<file path="src/rtl/cfgbank_pkg.sv">
package cfgbank_pkg;

  // Field positions inside the control and status words
  localparam int unsigned CTRL_VAL_BIT = 0;
  localparam int unsigned CTRL_EN_BIT  = 1;
  localparam int unsigned STAT_ERR_BIT = 0;

  // How the decoder treats an address
  typedef enum logic [1:0] {
    LOC_STORE  = 2'd0,
    LOC_STATUS = 2'd1,
    LOC_RSVD   = 2'd2,
    LOC_NONE   = 2'd3
  } loc_kind_e;

  function automatic loc_kind_e classify_loc(input int unsigned a,
                                             input int unsigned stat_a,
                                             input int unsigned rsvd_a,
                                             input int unsigned last_store);
    if (a == rsvd_a)          return LOC_RSVD;
    else if (a == stat_a)     return LOC_STATUS;
    else if (a <= last_store) return LOC_STORE;
    else                      return LOC_NONE;
  endfunction

endpackage

</file>
<file path="src/rtl/cfg_rst_sync.sv">
module cfg_rst_sync (
  input  logic clk,
  input  logic rst_n,
  output logic rst_core_n
);
  logic [1:0] sync_q;

  always_ff @(posedge clk or negedge rst_n) begin
    if (!rst_n) sync_q <= 2'b00;
    else        sync_q <= {sync_q[0], 1'b1};
  end

  assign rst_core_n = sync_q[1];
endmodule

</file>
<file path="src/rtl/cfg_addr_decode.sv">
module cfg_addr_decode
  import cfgbank_pkg::*;
#(
  parameter int unsigned ADDR_W     = 4,
  parameter int unsigned DATA_W     = 32,
  parameter int unsigned STAT_ADDR  = 14,
  parameter int unsigned RSVD_ADDR  = 15,
  parameter int unsigned LAST_STORE = 13,
  localparam int unsigned NUM_LOC   = 1 << ADDR_W
) (
  input  logic [ADDR_W-1:0] addr,
  input  logic              wr_en,
  input  logic [DATA_W-1:0] wdata,
  output logic [NUM_LOC-1:0] wr_stb,
  output logic              rsvd_wr,
  output logic              err_clr
);
  loc_kind_e kind;

  always_comb begin
    kind = classify_loc(int'(addr), STAT_ADDR, RSVD_ADDR, LAST_STORE);
  end

  always_comb begin
    wr_stb  = '0;
    rsvd_wr = 1'b0;
    err_clr = 1'b0;
    if (wr_en) begin
      case (kind)
        LOC_STORE:  wr_stb[addr] = 1'b1;
        LOC_STATUS: err_clr      = wdata[STAT_ERR_BIT];
        LOC_RSVD:   rsvd_wr      = 1'b1;
        default:    ;
      endcase
    end
  end
endmodule

</file>
<file path="src/rtl/cfg_word.sv">
module cfg_word #(
  parameter int unsigned DATA_W = 32
) (
  input  logic              clk,
  input  logic              rst_n,
  input  logic              load,
  input  logic [DATA_W-1:0] din,
  output logic [DATA_W-1:0] q
);
  logic [DATA_W-1:0] q_next;

  always_comb begin
    q_next = q;
    if (load) q_next = din;
  end

  always_ff @(posedge clk or negedge rst_n) begin
    if (!rst_n) q <= '0;
    else        q <= q_next;
  end
endmodule

</file>
<file path="src/rtl/cfg_err_flag.sv">
module cfg_err_flag (
  input  logic clk,
  input  logic rst_n,
  input  logic set_i,
  input  logic clr_i,
  output logic flag_o
);
  logic flag_next;

  always_comb begin
    flag_next = flag_o;
    if (clr_i) flag_next = 1'b0;
    if (set_i) flag_next = 1'b1;
  end

  always_ff @(posedge clk or negedge rst_n) begin
    if (!rst_n) flag_o <= 1'b0;
    else        flag_o <= flag_next;
  end
endmodule

</file>
<file path="src/rtl/cfg_regbank.sv">
module cfg_regbank
  import cfgbank_pkg::*;
#(
  parameter int unsigned ADDR_W    = 4,
  parameter int unsigned DATA_W    = 32,
  parameter int unsigned CTRL_ADDR = 0,
  parameter int unsigned STAT_ADDR = 14,
  parameter int unsigned RSVD_ADDR = 15
) (
  input  logic              clk,
  input  logic              rst_n,
  input  logic [ADDR_W-1:0] addr,
  input  logic              wr_en,
  input  logic [DATA_W-1:0] wdata,
  input  logic              rd_en,
  output logic [DATA_W-1:0] rdata,
  output logic              gpio_o,
  output logic              err_o
);
  localparam int unsigned NUM_LOC    = 1 << ADDR_W;
  localparam int unsigned LAST_STORE = STAT_ADDR - 1;

  logic                rst_core_n;
  logic [NUM_LOC-1:0]  wr_stb;
  logic                rsvd_wr;
  logic                err_clr;
  logic [DATA_W-1:0]   loc_q [NUM_LOC];
  logic [DATA_W-1:0]   rd_val;
  logic [DATA_W-1:0]   rdata_next;

  cfg_rst_sync u_rst (
    .clk        (clk),
    .rst_n      (rst_n),
    .rst_core_n (rst_core_n)
  );

  cfg_addr_decode #(
    .ADDR_W     (ADDR_W),
    .DATA_W     (DATA_W),
    .STAT_ADDR  (STAT_ADDR),
    .RSVD_ADDR  (RSVD_ADDR),
    .LAST_STORE (LAST_STORE)
  ) u_dec (
    .addr    (addr),
    .wr_en   (wr_en),
    .wdata   (wdata),
    .wr_stb  (wr_stb),
    .rsvd_wr (rsvd_wr),
    .err_clr (err_clr)
  );

  // Storage only where the decoder classifies a location as storage
  for (genvar i = 0; i < NUM_LOC; i++) begin : g_loc
    if (classify_loc(i, STAT_ADDR, RSVD_ADDR, LAST_STORE) == LOC_STORE) begin : g_store
      cfg_word #(.DATA_W(DATA_W)) u_word (
        .clk   (clk),
        .rst_n (rst_core_n),
        .load  (wr_stb[i]),
        .din   (wdata),
        .q     (loc_q[i])
      );
    end else begin : g_empty
      assign loc_q[i] = '0;
    end
  end

  cfg_err_flag u_err (
    .clk    (clk),
    .rst_n  (rst_core_n),
    .set_i  (rsvd_wr),
    .clr_i  (err_clr),
    .flag_o (err_o)
  );

  // Read selection: status word is assembled, reserved and empty read zero
  always_comb begin
    rd_val = '0;
    case (classify_loc(int'(addr), STAT_ADDR, RSVD_ADDR, LAST_STORE))
      LOC_STORE:  rd_val = loc_q[addr];
      LOC_STATUS: rd_val[STAT_ERR_BIT] = err_o;
      default:    rd_val = '0;
    endcase
  end

  always_comb begin
    rdata_next = rdata;
    if (rd_en) rdata_next = rd_val;
  end

  always_ff @(posedge clk or negedge rst_core_n) begin
    if (!rst_core_n) rdata <= '0;
    else             rdata <= rdata_next;
  end

  assign gpio_o = loc_q[CTRL_ADDR][CTRL_VAL_BIT] & loc_q[CTRL_ADDR][CTRL_EN_BIT];

endmodule

</file>
<file path="config.mk">
export PLATFORM = sky130hd
export DESIGN_NAME = cfg_regbank
export DESIGN_NICKNAME = d
export VERILOG_FILES = /design/src/rtl/cfgbank_pkg.sv /design/src/rtl/cfg_rst_sync.sv /design/src/rtl/cfg_addr_decode.sv /design/src/rtl/cfg_word.sv /design/src/rtl/cfg_err_flag.sv /design/src/rtl/cfg_regbank.sv
export SDC_FILE = /design/constraint.sdc
export NUM_CORES = 1
export LEC_CHECK = 0
export BUFFER_PORTS_ARGS = -buffer_cell sky130_fd_sc_hd__buf_2
export CELL_PAD_IN_SITES_DETAIL_PLACEMENT = 0
export CELL_PAD_IN_SITES_GLOBAL_PLACEMENT = 2
export CORE_MARGIN = 1
export CORE_UTILIZATION = 40
export CTS_BUF_LIST = sky130_fd_sc_hd__clkbuf_16
export CTS_CLUSTER_DIAMETER = 100
export DETAILED_ROUTE_END_ITERATION = 12
export PLACE_DENSITY_LB_ADDON = 0.2
export SYNTH_ARGS = -nofsm -noshare
export SYNTH_HDL_FRONTEND = slang
export SYNTH_SLANG_ARGS = --single-unit
</file>
<file path="constraint.sdc">
create_clock -name clk -period 19.8 [get_ports clk]
set_clock_uncertainty 0.05 [all_clocks]
set_input_delay 3.96 -clock clk [delete_from_list [all_inputs] [get_ports clk]]
set_output_delay 3.96 -clock clk [all_outputs]
set_load 0.1 [all_outputs]
</file>
==> out/summary.json <==
{
  "layout.cells.most_common_list": "dfrtp_1 (482), mux2_2 (431), mux4_2 (76), mux2i_1 (72), buf_2 (71)",
  "synth_flop_cell": "dfrtp_1",
  "cts_clk_pin_slew_worst_paths_ns": 0.06,
  "result_of_the_run": "complete, but fails checks",
  "finalWorstPathRequiredPeriod_ns": 6.966,
  "syn_avg_cell_area_um2": 15.06,
  "via_count": 12090,
  "worst_path_most_repeated_cell": "buf_4",
  "rows": 84,
  "setup_viol": 0,
  "synth-warning-count": 0,
  "cts-buffers-inserted": 54,
  "core-area_mm2": 0.05276,
  "die_w_um": 233.5,
  "worstSetupStartpoint": "addr[0]",
  "syn_nets": 1463,
  "cp.arrival_ns": 7.40,
  "grt_pass1_vias": 13100,
  "ir_worst_vdd_mv": 0.07015,
  "post_synthesis_instance_area_mm2": 0.02144,
  "max_freq_ghz": 0.1436,
  "worstPathRequired_ns": 20.23,
  "powerDensity_mw_per_mm2": 115.2,
  "cts_tree": "yes",
  "layout_worst_path_cycle_share_pct": 35.18,
  "final_max_slew_viol_count": 0,
  "layout_setup_ws_ns": 12.83,
  "critical_path.top_delay_family": "buffers and inverters",
  "mostFrequentLayoutCell": "dfrtp_1",
  "postCtsResizedCells": 0,
  "final_net_count": 1493,
  "place.gp.congestion": 0.7099,
  "routed_via_density": 5.541,
  "detailedRoute.firstPassIterationCount": 8,
  "synth.ff_latch_count": 483,
  "layout-drive-gt1-share_pct": 46.65,
  "drc": 12,
  "totalNegativeSetupSlack_ns": 0,
  "endpoint_kind": "register",
  "gr-total-overflow": 0,
  "p_leak_nw": 10.43,
  "fraction_of_registers_with_async_set_reset_pct": 100.0,
  "chipHeight_um": 233.5,
  "antenna_violating_nets_post_route": 0,
  "drt-total-wl_mm": 54.83,
  "path_buf_inv": 3,
  "fillers": 4770,
  "grt_setup_unrepaired": "no",
  "floorplan.io_pins": 74,
  "max_stage_delay_ns": 0.78,
  "violations": "design-rule violations",
  "port-buffer-count": 73,
  "critPathSlowestCell": "buf_4",
  "synthesized_instance_count": 1423,
  "cts_buffer_depth": 3,
  "seq_area_frac_synth_pct": 56.39,
  "area_overhead_of_the_layout_relative_to_synthesis_pct": 11.91,
  "cts.htree.levels": 2,
  "largest_net_degree_at_the_start_of_global_routing": 142,
  "drv.max_cap_violation_count": 0,
  "clock_latency_ns": 0.61,
  "hold_path_class": "register to register",
  "timing.slew.headroom_pct": 19.01,
  "grt_antenna_before_repair": 3,
  "worst_r2r_startpoint": "u_rst.sync_q[1]",
  "synth_enable_flop_cells": 0,
  "pre_cts_slack_ns": 12.16,
  "wl_per_cell_um": 25.13,
  "floorplan.die_area_mm2": 0.05452,
  "critPathLaunchType": "input pin",
  "critical_path_maximum_fanout": 72,
  "synth_cell_type_count": 32,
  "number_of_buffers_inserted_for_hold_repair_after_clock_tree_synthesis": 0,
  "timing.critical_path.cells": "buf_8 > buf_4 > nand3_1 > nor2_4 > buf_4 > mux2_2",
  "grt.total_usage_pct": 21.05,
  "drtIter0Drc": 672,
  "start_util_pct": 40.63,
  "critical_path_class": "input pin to register",
  "cts_sinks": 483,
  "grt_pass1_wl_mm": 85.18,
  "post_cts.repair.setup_buffers": 0,
  "clock_tree_root": "clkbuf_16",
  "hp-start": "u_rst.sync_q[0]",
  "place_hpwl_mm": 29.95,
  "timing_hold_violations_final": 0,
  "tightestPinTransition_ns": 1.211
}
-- cells by family after synthesis --
logic type | Yosys count | share of synthesized area, %
other | 1 | 0.01749
flip-flops | 483 | 56.39
buffers and inverters | 160 | 3.520
AND/OR/NAND/NOR | 56 | 1.477
multiplexers | 596 | 34.88
AO/OA/AOI/OAI | 127 | 3.718
-- flip-flops by register name, summed over array words and instances (netlist names) --
| name | count |
|---|---|
| u_rst.sync_q | 2 |
| g_loc.g_store.u_word.q | 448 |
| rdata | 32 |
| u_err.flag_o | 1 |
-- cell type report --
type	instances	area (µm²)	area share, %
clock buffers	55	1376	5.738
inverters	31	116.4	0.4851
diodes	2	5.005	0.02086
clock inverters	40	244.0	1.017
multi-input cells	780	8680	36.18
well taps	688	860.8	3.589
flip-flops and latches	483	12090	50.40
repair buffers	103	615.6	2.566
-- Yosys cell counts, types with 2 or more instances --
library cell / number / share of area (%)
dfrtp_1: 483 / 56
mux2_2: 431 / 23
mux4_2: 76 / 8.0
mux2i_1: 72 / 3.4
o22ai_1: 62 / 1.8
clkbuf_1: 54 / 0.95
buf_2: 48 / 1.1
o21ai_0: 32 / 0.75
inv_1: 31 / 0.54
buf_4: 23 / 0.81
a22oi_1: 21 / 0.74
nand3_1: 21 / 0.49
mux2_1: 17 / 0.89
o211ai_1: 11 / 0.39
nand2_1: 9 / 0.16
nor2_1: 6 / 0.11
buf_1: 3 / 0.053
nor2b_1: 3 / 0.088
and2_1: 2 / 0.058
nand2b_1: 2 / 0.058
nand3b_1: 2 / 0.070
nand4_1: 2 / 0.058
nor2_2: 2 / 0.058
nor3_2: 2 / 0.093
-- final timing paths --
check	endpoint	slack, ns	cells after the start
worst max register to register	g_loc[4].g_store.u_word.q[9]	17.03	2
worst min register to register	u_rst.sync_q[1]	0.30	0
max in group asynchronous	u_rst.sync_q[1]	16.52	1
worst max-delay path	g_loc[7].g_store.u_word.q[14]	12.83	6
min in group asynchronous	g_loc[8].g_store.u_word.q[17]	0.38	0
worst min-delay path	u_rst.sync_q[1]	0.30	0
-- per-stage QoR --
step | utilization (%) | hold slack, ns | cell area [µm²] | total power, W | std cells
final | 45.47 | 0.3038 | 23990 | 0.002763 | 2182
after detailed placement | 42.39 | 0.2970 | 22360 | 0.001860 | 2085
after CTS | 45.46 | 0.3098 | 23980 | 0.002804 | 2180
after global placement | 42.39 | 0.2839 | 22360 | 0.001840 | 2085
after global routing | 45.46 | 0.3114 | 23990 | 0.002908 | 2181
after floorplan | - | 0.2812 | 21440 | 0.001738 | 1423
-- metal layers --
layer | up-vias | wire (µm) | GRT usage, %
li1 | 5317 | - | -
met1 | 6548 | 25800 | 29.79
met2 | 154 | 26180 | 33.88
met3 | 67 | 1830 | 3.076
met4 | 4 | 987 | 5.418
met5 | - | 28 | 0
-- power breakdown --
part           switching, W  leakage [nW]  internal, W
registers          0.000112          5.93      0.00121
clock network      0.000403         0.836     0.000525
logic              0.000247          3.67     0.000265
total              0.000762          10.4      0.00200
(Power assumes the default switching activity.)
